===== src/rtl/cfg_xlat_pkg.sv =====
package cfg_xlat_pkg;
  localparam int WORD_W   = 32;
  localparam int SEL_LO   = 11;
  localparam int PINS     = 4;
  localparam int WIN_BITS = 12;
  localparam int IDX_W    = $clog2(WORD_W + 1);

  typedef enum logic [1:0] {
    ACC_NONE = 2'd0,
    ACC_ADDR = 2'd1,
    ACC_DATA = 2'd2
  } acc_kind_t;
endpackage


===== src/rtl/cfg_bswap.sv =====
module cfg_bswap #(
  parameter int W      = 32,
  parameter bit ENABLE = 1'b0
) (
  input  logic [W-1:0] din,
  output logic [W-1:0] dout
);
  localparam int NB = W / 8;
  generate
    if (ENABLE) begin : g_swap
      for (genvar b = 0; b < NB; b++) begin : g_byte
        assign dout[8*b +: 8] = din[8*(NB-1-b) +: 8];
      end
    end else begin : g_pass
      assign dout = din;
    end
  endgenerate
endmodule


===== src/rtl/cfg_sel_scan.sv =====
module cfg_sel_scan #(
  parameter int W  = 32,
  parameter int LO = 11,
  parameter int IW = $clog2(W + 1)
) (
  input  logic [W-1:0]  word,
  output logic [IW-1:0] idx,
  output logic          found
);
  always_comb begin
    idx   = IW'(W);
    found = 1'b0;
    for (int i = W - 1; i >= LO; i--) begin
      if (word[i]) begin
        idx   = IW'(i);
        found = 1'b1;
      end
    end
  end
endmodule


===== src/rtl/cfg_irq_router.sv =====
module cfg_irq_router #(
  parameter int NUM_DEV = 32,
  parameter int PINS    = 4
) (
  input  logic                    clk,
  input  logic                    rst,
  input  logic [NUM_DEV*PINS-1:0] dev_int,
  output logic [PINS-1:0]         lines
);
  logic [PINS-1:0] nxt;

  always_comb begin
    nxt = '0;
    for (int d = 0; d < NUM_DEV; d++) begin
      for (int p = 0; p < PINS; p++) begin
        if (dev_int[d*PINS + p]) nxt[(p + d) % PINS] = 1'b1;
      end
    end
  end

  always_ff @(posedge clk) begin
    if (rst) lines <= '0;
    else     lines <= nxt;
  end

  assert_quiet_R8: assert property (@(posedge clk) disable iff (rst)
    (dev_int == '0) |=> (lines == '0));
  assert_line0_R8: assert property (@(posedge clk) disable iff (rst)
    dev_int[0] |=> lines[0]);
endmodule


===== src/rtl/cfg_addr_xlat.sv =====
module cfg_addr_xlat
  import cfg_xlat_pkg::*;
#(
  parameter logic [31:0] ADDR_BASE  = 32'hF280_0000,
  parameter logic [31:0] DATA_BASE  = 32'hF2C0_0000,
  parameter bit          BIG_ENDIAN = 1'b0,
  parameter int          NUM_DEV    = 32,
  parameter int          INTC_W     = 16,
  parameter int          IRQ_BASE   = 8
) (
  input  logic                    clk,
  input  logic                    rst,
  input  logic [31:0]             bus_addr,
  input  logic                    bus_wr,
  input  logic                    bus_rd,
  input  logic [31:0]             bus_wdata,
  output logic [31:0]             bus_rdata,
  output logic                    bus_rvalid,
  output logic                    data_sel,
  output logic [31:0]             cfg_addr,
  output logic                    cfg_valid,
  input  logic [NUM_DEV*PINS-1:0] dev_int,
  output logic [INTC_W-1:0]       intc_out
);
  localparam int PAGE_W = WORD_W - WIN_BITS;

  acc_kind_t          kind;
  logic [WORD_W-1:0]  wword, rword_le, rword;
  logic [IDX_W-1:0]   idx;
  logic               found;
  logic [PINS-1:0]    lines;

  always_comb begin
    kind = ACC_NONE;
    if (bus_addr[WORD_W-1:WIN_BITS] == ADDR_BASE[WORD_W-1:WIN_BITS])
      kind = ACC_ADDR;
    else if (bus_addr[WORD_W-1:WIN_BITS] == DATA_BASE[WORD_W-1:WIN_BITS])
      kind = ACC_DATA;
  end

  cfg_bswap #(.W(WORD_W), .ENABLE(BIG_ENDIAN)) u_swap_in (
    .din(bus_wdata), .dout(wword));

  cfg_sel_scan #(.W(WORD_W), .LO(SEL_LO), .IW(IDX_W)) u_scan (
    .word(wword), .idx(idx), .found(found));

  wire wr_hit = bus_wr && (kind == ACC_ADDR);
  wire rd_hit = bus_rd && (kind == ACC_ADDR);

  always_ff @(posedge clk) begin
    if (rst) begin
      cfg_addr  <= '0;
      cfg_valid <= 1'b0;
    end else if (wr_hit) begin
      cfg_addr  <= 32'h8000_0000 | (wword & 32'h0000_07FC)
                 | (32'(idx) << SEL_LO);
      cfg_valid <= found;
    end
  end

  always_comb begin
    rword_le = (32'd1 << cfg_addr[15:11])
             | {21'd0, cfg_addr[10:8], 8'd0}
             | {24'd0, cfg_addr[7:2], 2'd0};
  end

  cfg_bswap #(.W(WORD_W), .ENABLE(BIG_ENDIAN)) u_swap_out (
    .din(rword_le), .dout(rword));

  always_ff @(posedge clk) begin
    if (rst) begin
      bus_rdata  <= '0;
      bus_rvalid <= 1'b0;
      data_sel   <= 1'b0;
    end else begin
      bus_rvalid <= rd_hit;
      data_sel   <= (bus_wr || bus_rd) && (kind == ACC_DATA);
      if (rd_hit) bus_rdata <= rword;
    end
  end

  cfg_irq_router #(.NUM_DEV(NUM_DEV), .PINS(PINS)) u_irq (
    .clk(clk), .rst(rst), .dev_int(dev_int), .lines(lines));

  always_comb begin
    intc_out = '0;
    intc_out[IRQ_BASE +: PINS] = lines;
  end

  assert_enable_R2: assert property (@(posedge clk) disable iff (rst)
    wr_hit |=> (cfg_addr[31] && cfg_addr[30:17] == '0 && cfg_addr[1:0] == 2'b00));
  assert_empty_sel_R3: assert property (@(posedge clk) disable iff (rst)
    (cfg_addr[31] && !cfg_valid) |-> (cfg_addr[16] && cfg_addr[15:11] == '0));
  assert_valid_bus0_R4: assert property (@(posedge clk) disable iff (rst)
    cfg_valid |-> (cfg_addr[31] && !cfg_addr[16] && cfg_addr[15:11] >= 5'(SEL_LO)));
  assert_rvalid_R5: assert property (@(posedge clk) disable iff (rst)
    rd_hit |=> bus_rvalid);
  assert_hold_R7: assert property (@(posedge clk) disable iff (rst)
    !wr_hit |=> ($stable(cfg_addr) && $stable(cfg_valid)));
  assert_datasel_R7: assert property (@(posedge clk) disable iff (rst)
    (kind != ACC_DATA) |=> !data_sel);

  logic [PAGE_W-1:0] unused_page;
  assign unused_page = PAGE_W'(0);
endmodule


===== config.mk =====
export PLATFORM = sky130hd
export DESIGN_NAME = cfg_addr_xlat
export DESIGN_NICKNAME = d
export VERILOG_FILES = /design/src/rtl/cfg_xlat_pkg.sv /design/src/rtl/cfg_bswap.sv /design/src/rtl/cfg_sel_scan.sv /design/src/rtl/cfg_irq_router.sv /design/src/rtl/cfg_addr_xlat.sv
export SDC_FILE = /design/constraint.sdc
export NUM_CORES = 1
export LEC_CHECK = 0
export BUFFER_PORTS_ARGS = -buffer_cell sky130_fd_sc_hd__buf_2
export CAP_MARGIN = 20
export CORE_MARGIN = 10
export CORE_UTILIZATION = 41
export DETAILED_ROUTE_END_ITERATION = 8
export HOLD_SLACK_MARGIN = 0.08
export PLACE_DENSITY = 0.93
export SKIP_CTS_REPAIR_TIMING = 1
export SLEW_MARGIN = 20
export SYNTH_ARGS = -nofsm -noshare
export SYNTH_HDL_FRONTEND = slang
export SYNTH_HIERARCHICAL = 1
export SYNTH_SLANG_ARGS = --single-unit

===== constraint.sdc =====
create_clock -name clk -period 2 [get_ports clk]
set_input_delay 0.2 -clock clk [delete_from_list [all_inputs] [get_ports clk]]
set_output_delay 0.2 -clock clk [all_outputs]
set_load 0.02 [all_outputs]

Yosys cells after proc, flatten, opt, wreduce, memory -nomap -nowiden:

Cells that the tools add are included.

* word-level logic and storage cells: 190
* bits in read-only memories: 0
* register bits after elaboration: 71
* bits of input ports: 196
* memories kept: 0
* output and inout bits: 83
* bits in latches: 0
* RAM bits: 0

* multiply operators: 0
* add/sub/neg operators: 0
* bitwise gates (word level): 3
* equality and inequality tests: 4
* magnitude comparators: 0
* shift-type cells: 1
* reductions and logical operators: 4
* multiplexer cells: 172
* div/mod/pow operators: 0

Operator list (number)
* two-way mux 1 bit: 149
* two-way mux 6 bit: 21
* equality test 20 bit, second input constant: 2
* OR 32 x 11 -> 32 bit: 1
* OR 32 x 17 -> 32 bit: 1
* OR 32 x 8 -> 32 bit: 1
* left shift 1 x 5 -> 32 bit, first input constant: 1
* two-way mux 2 bit: 2
* logical AND 1 bit: 3
* equality test 2 x 1 -> 1 bit, second input constant: 1
* equality test 2 bit, second input constant: 1
* logical OR 1 bit: 1

Longest topological paths before layout:

Gate-level depths: netlist of the first run.

* word-level depth: 32
* mapped depth: 7
* mapped depth without buffers: 6

By module:

Netlist of the first run, hierarchy kept.

Modules (own cells, without submodules)
* cfg_addr_xlat: area each 2555.0 um^2, instances 1, cells each 320, seq. area each 1021.0 um^2
* cfg_bswap: area each 240.2 um^2, instances 2, cells each 32, seq. area each 0.0 um^2
* cfg_irq_router: area each 370.4 um^2, instances 1, cells each 48, seq. area each 80.1 um^2
* cfg_sel_scan: area each 251.5 um^2, instances 1, cells each 46, seq. area each 0.0 um^2

Worst setup path after synthesis of the first run:

Ideal clock, no wire load.

* path type: register to register
* start: register cfg_addr[12]
* end: register bus_rdata[2]
* path buffers: 1
* data required time: 1930 ps
* path slack: 467 ps
* clock period less this slack: 1533 ps
* library setup time: 70 ps
* stages on the path, launching flop included: 6
* data arrival time: 1463 ps
* path through: dfxtp_1 > or3b_2 > o21bai_1 > buf_4 > nand4_1 > a21oi_1

* word-level cells in the longest chain between the ends: 3

RTL lines
* start: declaration: RTL line cfg_addr_xlat.sv:20 `output logic [31:0] cfg_addr,`
* start signal: assignment: RTL line cfg_addr_xlat.sv:55 `cfg_addr <= 32'h8000_0000 | (wword & 32'h0000_07FC)`
* left shift 1 x 5 -> 32 bit: RTL line cfg_addr_xlat.sv:62 `rword_le = (32'd1 << cfg_addr[15:11])`
* OR 32 x 11 -> 32 bit: RTL line cfg_addr_xlat.sv:63 `| {21'd0, cfg_addr[10:8], 8'd0}`
* OR 32 x 8 -> 32 bit: RTL line cfg_addr_xlat.sv:64 `| {24'd0, cfg_addr[7:2], 2'd0};`
* named net rword_le[2]: RTL line cfg_addr_xlat.sv:28 `logic [WORD_W-1:0] wword, rword_le, rword;`
* end signal: assignment: RTL line cfg_addr_xlat.sv:78 `if (rd_hit) bus_rdata <= rword;`
* end: declaration: RTL line cfg_addr_xlat.sv:17 `output logic [31:0] bus_rdata,`

The timed path passes the listed nets, and every way through them passes these cells.
A chain may end at the register's enable or synchronous reset.

Final worst setup path of the first run:

* start: register cfg_addr[13]
* end: register bus_rdata[5]

The elaborated chain is that of the path after synthesis.

==> results of run 1 <==
==> metrics by stage <==
| step | hold WS, ps | cells | power (mW) |
|---|---|---|---|
| final | 145 | 742 | 2.19 |
| after global routing | 154 | 741 | 2.26 |
| after CTS | 134 | 739 | 2.19 |
| after detailed placement | 458 | 732 | 1.47 |
| after global placement | 450 | 732 | 1.47 |
| after floorplan | 269 | 503 | 1.34 |
==> power groups by stage <==
stage	Combinational, mW	Clock, mW	Sequential [mW]
2_1_floorplan	0.214	0	1.13
3_3_place_gp	0.342	0	1.12
3_5_place_dp	0.349	0	1.12
4_1_cts	0.351	0.738	1.10
5_1_grt	0.388	0.768	1.10
6_report	0.358	0.728	1.10
==> final cells by class <==
class	instances	area share
Tap cell	108	0.0305
Sequential cell	55	0.249
Clock buffer	6	0.0164
Inverter	5	0.00424
Timing Repair Buffer	246	0.289
Antenna cell	3	0.00170
Multi-Input combinational cell	318	0.402
Clock inverter	1	0.00678
==> critical path: cells and delay by family, from the launching register on <==
kind            cells  cell delay, ps
compound gates      2             350
simple gates        2             650
flops               1             510
==> worst paths after layout <==
kind	slack, ps	cells past startpoint	start	end
min reg2reg	470	2	bus_rdata[30]	bus_rdata[30]
max reg2reg	420	4	cfg_addr[13]	bus_rdata[5]
max	420	4	cfg_addr[13]	bus_rdata[5]
min	140	3	bus_wdata[8]	cfg_addr[8]
==> metal layers <==
metal,track usage,vias to the layer above,part of all wire
li1,-,1941,-
met1,0.255,1825,0.38
met2,0.350,241,0.47
met3,0.102,27,0.14
met4,0.0351,14,0.0081
met5,0,-,0.0069
==> placed cells by master (no fill, tap or decap), types with 9 or more instances in the layout <==
cell type  instances
a21oi_1           56
nand4_1           49
nor2_1            34
o21bai_1           9
and4_1             9
o21ai_0           52
conb_1            28
dfxtp_1           55
nor4_1            35
buf_2            236
==> sequential cells by signal, summed over array words and instances, names as in the netlist <==
name / cells
bus_rdata: 32
cfg_addr: 16
u_irq/lines: 4
bus_rvalid: 1
cfg_valid: 1
data_sel: 1
==> impl_metrics.tcl, run 1 <==
set metrics [dict create \
    status "completed" \
    seqPwrFrac 0.503 \
    yosys_warnings 6 \
    hold_class "in -> reg" \
    fin_area_um2 4430 \
    grt_pass1_vias 4004 \
    rows 34 \
    intPower_mw 1.63 \
    final-seq-area_um2 1100 \
    timing_worst_slew_pin_value_ps 765 \
    grt_pass1_wl_mm 22.3 \
    vias_per_cell 5.46 \
    critical_path_arrival_ps 1820 \
    track_usage 0.215 \
    drt-total-wl_mm 15.0 \
    drcViolationCount 0 \
    io_buffers 236 \
    numCtsBuffers 5 \
    cts_buffer_depth 2 \
    cts.sinks 55 \
    clockRootBuffer "clkbuf_8" \
    ir_drop_uv 245 \
    io_pins 279 \
    drt_iter0_drc 265 \
    maxCapViolCount 0 \
    final_util 0.510 \
    areaGrowthSynthToFinish_pct 21.5 \
    p_sw_mw 0.557 \
    antenna_found_initial 12 \
    synthCells 476 \
    fin_crit_ps 1580 \
    gp_congestion 0.823 \
    max_slew_margin 0.490 \
    hold_viol 0 \
    synth.avg_cell_area_um2 7.65 \
    wire_per_inst_um 20.3 \
    dieWidth_um 114 \
    hpwl_mm 12.5 \
    coreArea_um2 8680 \
    min_period_over_period 0.791 \
    pwr-share-clk 0.333 \
    path_cells "or3b_2 > o21bai_1 > nand4_1 > a21oi_1" \
    grt_max_degree 51 \
    rsz0062_at_grt "no" \
    swShare 0.255 \
    startpoint_type "flip-flop" \
    fillers 860 \
    leakage_nw 1.99 \
    drive_above_1_share 0.412 \
    max_freq_ghz 0.632 \
    die_area_um2 13100 \
    p_per_area_nw_per_um2 494 \
    nNetsFinal 827 \
    combPwrFrac 0.164 \
    cts.reportedPaths.clkPinSlew_ps 90 \
    multi_input_area_um2 1780 \
    grt-ovfl-total 0 \
    start_util 0.420 \
    setup_slack_ps 417 \
    dp_slack_ps 314 \
    final-setup-viol-count 0 \
    clock_latency_ps 310 \
    setup_tns_ps 0 \
    h-tree-depth 2 \
    cp.required_ps 2240 \
    fin_skew_ps 3.30 \
    synth_area_um2 3640 \
    die_y_um 114 \
    crit_type "reg -> reg" \
    critPathMaxFanout 10 \
    crit_slowest_cell "or3b_2" \
    max_stage_delay_ps 550 \
    cp-end-kind "flip-flop" \
    dr.pass1.iters 5 \
    slew_violations 0 \
    dpl_cell_area_um2 4320 \
    cts_tree "built" \
    ant_nets 0 \
    vias 4048 \
]
No activity file was read; power rests on OpenSTA's default activity.
==> run 2: changes to the inputs <==
==> constraint.sdc (replaced) <==
create_clock -name clk -period 1.6 [get_ports clk]
set_input_delay 0.16 -clock clk [delete_from_list [all_inputs] [get_ports clk]]
set_output_delay 0.16 -clock clk [all_outputs]
set_load 0.02 [all_outputs]
==> run 2 against run 1 <==
Effect of this change: register-to-register slack got worse by 260 ps; clock skew rose by 3.2 ps; die area did not move; first-iteration DRC count fell by 11%; sequential share of layout area fell by 0.31 points; count of clock-buffer cells in the layout rose by 1; via count barely moved; non-clock buffer count rose by 7; routed wire length fell by 1.3%; critical path type unchanged; largest cell class unchanged; largest power group unchanged.
==> impl_metrics.tcl, run 2 (same netlist as run 1, synthesis figures left out) <==
set metrics [dict create \
    cts_tree "built" \
    max_freq_ghz 0.694 \
    grt_max_degree 51 \
    p_total_mw 2.63 \
    combPwrFrac 0.172 \
    vias 4045 \
    start_util 0.420 \
    post-place-cells 739 \
    hpwl_mm 12.4 \
    drt-total-wl_mm 14.8 \
    clockRootBuffer "clkbuf_8" \
    intPower_mw 1.93 \
    hold_depth 3 \
    cp-end-kind "flip-flop" \
    slew_violations 0 \
    cts.sinks 55 \
    hold_viol 0 \
    wire_per_inst_um 19.8 \
    min_from "bus_wdata[6]" \
    layout_commonest_cell "buf_2" \
    die_y_um 114 \
    antenna_found_initial 11 \
    largest-register "bus_rdata" \
    gp_congestion 0.892 \
    grt_pass1_wl_mm 21.9 \
    max_stage_delay_ps 540 \
    r2r-end "bus_rdata[5]" \
    grt-ovfl-total 0 \
    swShare 0.266 \
    startpoint_type "flip-flop" \
    ant_nets 0 \
    top_regs "bus_rdata: 32 flops, cfg_addr: 16 flops, u_irq/lines: 4 flops" \
    critical_path_arrival_ps 1700 \
    p_sw_mw 0.700 \
    io_buffers 236 \
    largest_reg_flops 32 \
    cp_top_family "simple AND/OR/NAND/NOR gates" \
    track_usage 0.211 \
    fin_skew_ps 6.51 \
    crit_type "reg -> reg" \
    grt_pass1_vias 3995 \
    setup_slack_ps 158 \
    io_pins 279 \
    setup_tns_ps 0 \
    path_buf_inv 0 \
    numCtsBuffers 5 \
    nNetsFinal 834 \
    dp_slack_ps 28.9 \
    instances_no_fill 751 \
    maxCapViolCount 0 \
    final_util 0.517 \
    drive_above_1_share 0.421 \
    drt_iter0_drc 237 \
    cp.required_ps 1860 \
    dr.pass1.iters 4 \
    path_cells "or3b_2 > o21bai_1 > nand4_1 > a21oi_1" \
    critPathMaxFanout 6 \
    h-tree-depth 2 \
    die_area_um2 13100 \
    crit_slowest_cell "or3b_2" \
    rsz0062_at_grt "no" \
    fillers 873 \
    reg2reg_depth 4 \
    drcViolationCount 0 \
    cts.reportedPaths.clkPinSlew_ps 100 \
    holdPathEnd "cfg_addr[6]" \
    pwr-share-clk 0.306 \
    ir_drop_uv 322 \
    final_cell_mix "buf_2 (236), a21oi_1 (56), dfxtp_1 (54)" \
    status "completed" \
    min_period_over_period 0.901 \
    hold_class "in -> reg" \
    clock_latency_ps 310 \
    r2r_start "cfg_addr[13]" \
    leakage_nw 2.02 \
    seqPwrFrac 0.522 \
    rrSetupSlack_ps 160 \
    rows 34 \
    dieWidth_um 114 \
    areaGrowthSynthToFinish_pct 23.2 \
    fin_crit_ps 1440 \
    p_per_area_nw_per_um2 587 \
    vias_per_cell 5.39 \
    cts_buffer_depth 2 \
    final-setup-viol-count 0 \
    coreArea_um2 8680 \
]
## run 2: power by group through the flow
stage / registers [mW] / clock network [mW] / logic (mW)
2_1_floorplan: 1.41 / 0 / 0.268
3_3_place_gp: 1.41 / 0 / 0.431
3_5_place_dp: 1.41 / 0 / 0.441
4_1_cts: 1.37 / 0.812 / 0.444
5_1_grt: 1.38 / 0.857 / 0.492
6_report: 1.37 / 0.805 / 0.454
## run 2: worst register-to-register path: cells and delay by family (launching register included)
kind	cells	cell delay [ps]
flip-flops	1	440
AND/OR/NAND/NOR	2	640
AO/OA/AOI/OAI	2	310
## run 2: cell type report
cell class	count	area, um2	area share
flip-flops and latches	55	1100	0.246
diodes	4	10.0	0.00223
multi-input cells	318	1780	0.397
clock inverters	1	8.76	0.00195
repair buffers	253	1350	0.300
well taps	108	135	0.0301
inverters	5	18.8	0.00418
clock buffers	7	86.3	0.0192
## run 2: metal layers
metal	wire, um	track usage
met4	140	0.0384
met1	5780	0.247
met3	2010	0.104
met2	6820	0.341
met5	84	0
## run 2: how the worst max path moves through the flow
| stage | start | endpoint | slack [ps] | depth (start not counted) |
|---|---|---|---|---|
| after global routing | cfg_addr[12] | bus_rdata[2] | 70 | 4 |
| final | cfg_addr[13] | bus_rdata[5] | 160 | 4 |
| after CTS | cfg_addr[12] | bus_rdata[2] | 120 | 4 |
| after floorplan | cfg_addr[12] | bus_rdata[2] | 70 | 5 |
| after global placement | bus_wdata[24] | cfg_addr[13] | 40 | 7 |
| after detailed placement | bus_wdata[27] | cfg_addr[13] | 30 | 7 |
## run 2: through the flow
stage / hold slack (ps) / instance area [um2]
2_1_floorplan: 229 / 3740
3_3_place_gp: 429 / 4380
3_5_place_dp: 435 / 4380
4_1_cts: 100 / 4480
5_1_grt: 108 / 4480
6_report: 98.4 / 4490
==> run 3: changes to the inputs <==
--- a/config.mk
+++ b/config.mk
@@ -7,8 +7,10 @@
 export LEC_CHECK = 0
 export BUFFER_PORTS_ARGS = -buffer_cell sky130_fd_sc_hd__buf_2
 export CAP_MARGIN = 20
+export CELL_PAD_IN_SITES_DETAIL_PLACEMENT = 0
+export CELL_PAD_IN_SITES_GLOBAL_PLACEMENT = 1
 export CORE_MARGIN = 10
-export CORE_UTILIZATION = 41
+export CORE_UTILIZATION = 27
 export DETAILED_ROUTE_END_ITERATION = 8
 export HOLD_SLACK_MARGIN = 0.08
 export PLACE_DENSITY = 0.93
==> run 3 against run 2 <==
Effect of this change: sequential share of layout area decreased by 0.65 points; clock skew decreased by 2.0 ps; sequential cell count unchanged; die area increased by 42%.
==> impl_metrics.tcl, run 3 (same netlist as run 1, synthesis figures left out) <==
set metrics [dict create \
    status "completed" \
    die_y_um 136 \
    hold_depth 3 \
    ant_nets 0 \
    hold_viol 0 \
    holdWs_ps 117 \
    hpwl_mm 12.4 \
    h-tree-depth 2 \
    fillers 1485 \
    wire_per_inst_um 18.7 \
    vias_per_cell 4.89 \
    max_freq_ghz 0.710 \
    drcViolationCount 0 \
    setup_tns_ps 0 \
    cts.reportedPaths.clkPinSlew_ps 80 \
    drt-total-wl_mm 15.2 \
    clock_latency_ps 300 \
    dieWidth_um 136 \
    hold_class "in -> reg" \
    crit_type "reg -> reg" \
    holdPathEnd "cfg_addr[2]" \
    grt_max_degree 51 \
    ir_drop_uv 322 \
    cp_top_family "simple AND/OR/NAND/NOR gates" \
    final_cell_mix "buf_2 (236), a21oi_1 (56), dfxtp_1 (55)" \
    r2r-end "bus_rdata[0]" \
    cts_buffer_depth 2 \
    path_buf_inv 1 \
    largest_reg_flops 32 \
    io_buffers 236 \
    layout_commonest_cell "buf_2" \
    final-setup-viol-count 0 \
    cp-end-kind "flip-flop" \
    drt_iter0_drc 313 \
    drive_above_1_share 0.418 \
    areaGrowthSynthToFinish_pct 26.5 \
    grt-ovfl-total 0 \
    die_area_um2 18500 \
    critical_path_arrival_ps 1640 \
    rsz0062_at_grt "no" \
    maxCapViolCount 0 \
    slew_violations 0 \
    numCtsBuffers 5 \
    r2r_start "cfg_addr[12]" \
    grt_pass1_vias 4033 \
    min_from "bus_wdata[2]" \
    cts_tree "built" \
    min_period_over_period 0.880 \
    io_pins 279 \
    coreArea_um2 13200 \
    crit_slowest_cell "or3_1" \
    rows 42 \
    vias 3969 \
    critPathMaxFanout 7 \
    nNetsFinal 831 \
    dr.pass1.iters 5 \
    antenna_found_initial 1 \
    startpoint_type "flip-flop" \
    p_per_area_nw_per_um2 645 \
    cts.sinks 55 \
    diodes 0 \
    reg2reg_depth 5 \
    gp_congestion 0.813 \
    start_util 0.275 \
    top_regs "bus_rdata: 32 flops, cfg_addr: 16 flops, u_irq/lines: 4 flops" \
    leakage_nw 2.04 \
    fin_crit_ps 1410 \
    largest-register "bus_rdata" \
    path_cells "buf_4 > or3_1 > nor2_1 > nand4_1 > a21oi_1" \
    clockRootBuffer "clkbuf_16" \
    fin_skew_ps 4.52 \
    grt_pass1_wl_mm 22.7 \
    cp.required_ps 1830 \
    max_stage_delay_ps 450 \
    track_usage 0.154 \
    rrSetupSlack_ps 190 \
]
-- run 3: cell types whose count changed in the layout (fill, tap and decap cells not counted), moves of 4 or more --
cell	change
clkbuf_8	-6
clkbuf_16	+5
buf_4	-4
diode_2	-4
-- run 3: through the flow --
| step | worst slack, ps | instances | total power [mW] | util | area, um2 |
|---|---|---|---|---|---|
| global route | 40.8 | 812 | 3.08 | 0.348 | 4610 |
| finish | 193 | 812 | 2.97 | 0.348 | 4610 |
| CTS | 204 | 812 | 3.01 | 0.348 | 4610 |
| global placement | 96.2 | 804 | 1.84 | 0.337 | 4460 |
| detailed placement | 88.3 | 804 | 1.85 | 0.337 | 4460 |
| floorplan | 67.0 | 503 | 1.68 | - | 3740 |
-- run 3: worst max path at each step --
stage | to | depth (start not counted) | slack, ps | startpoint
floorplan | bus_rdata[2] | 5 | 70 | cfg_addr[12]
global placement | cfg_addr[13] | 7 | 100 | bus_wdata[24]
detailed placement | cfg_addr[16] | 7 | 90 | bus_wdata[24]
CTS | bus_rdata[0] | 5 | 200 | cfg_addr[12]
global route | bus_rdata[0] | 5 | 40 | cfg_addr[12]
finish | bus_rdata[0] | 5 | 190 | cfg_addr[12]
-- run 3: tightest hold or removal path, cell delays in order --
cell and delay, ps:
buf_2 90, nand4_1 60, a21oi_1 60
-- run 3: layer usage --
metal | vias up | GRT usage | part of all wire | wire length [um]
met5 | - | 0 | 0.0013 | 20
met4 | 2 | 0.0213 | 0.0072 | 109
met3 | 13 | 0.0576 | 0.10 | 1550
met2 | 198 | 0.270 | 0.49 | 7530
met1 | 1803 | 0.177 | 0.40 | 6020
li1 | 1953 | - | - | -
-- run 3: area by class of cell --
cell class | count | area, um2 | area share
clock inverter | 3 | 23.8 | 0.00516
sequential | 55 | 1100 | 0.239
clock buffer | 5 | 125 | 0.0272
tap | 176 | 220 | 0.0478
multi-input combinational | 318 | 1780 | 0.387
timing repair buffer | 250 | 1340 | 0.290
inverter | 5 | 18.8 | 0.00407
-- run 3: power by group --
group          leakage [nW]  total [mW]  switching [mW]  internal [mW]
sequential            0.444        1.37         0.00105           1.37
clock                0.0717        1.15           0.560          0.591
combinational          1.52       0.445           0.240          0.205
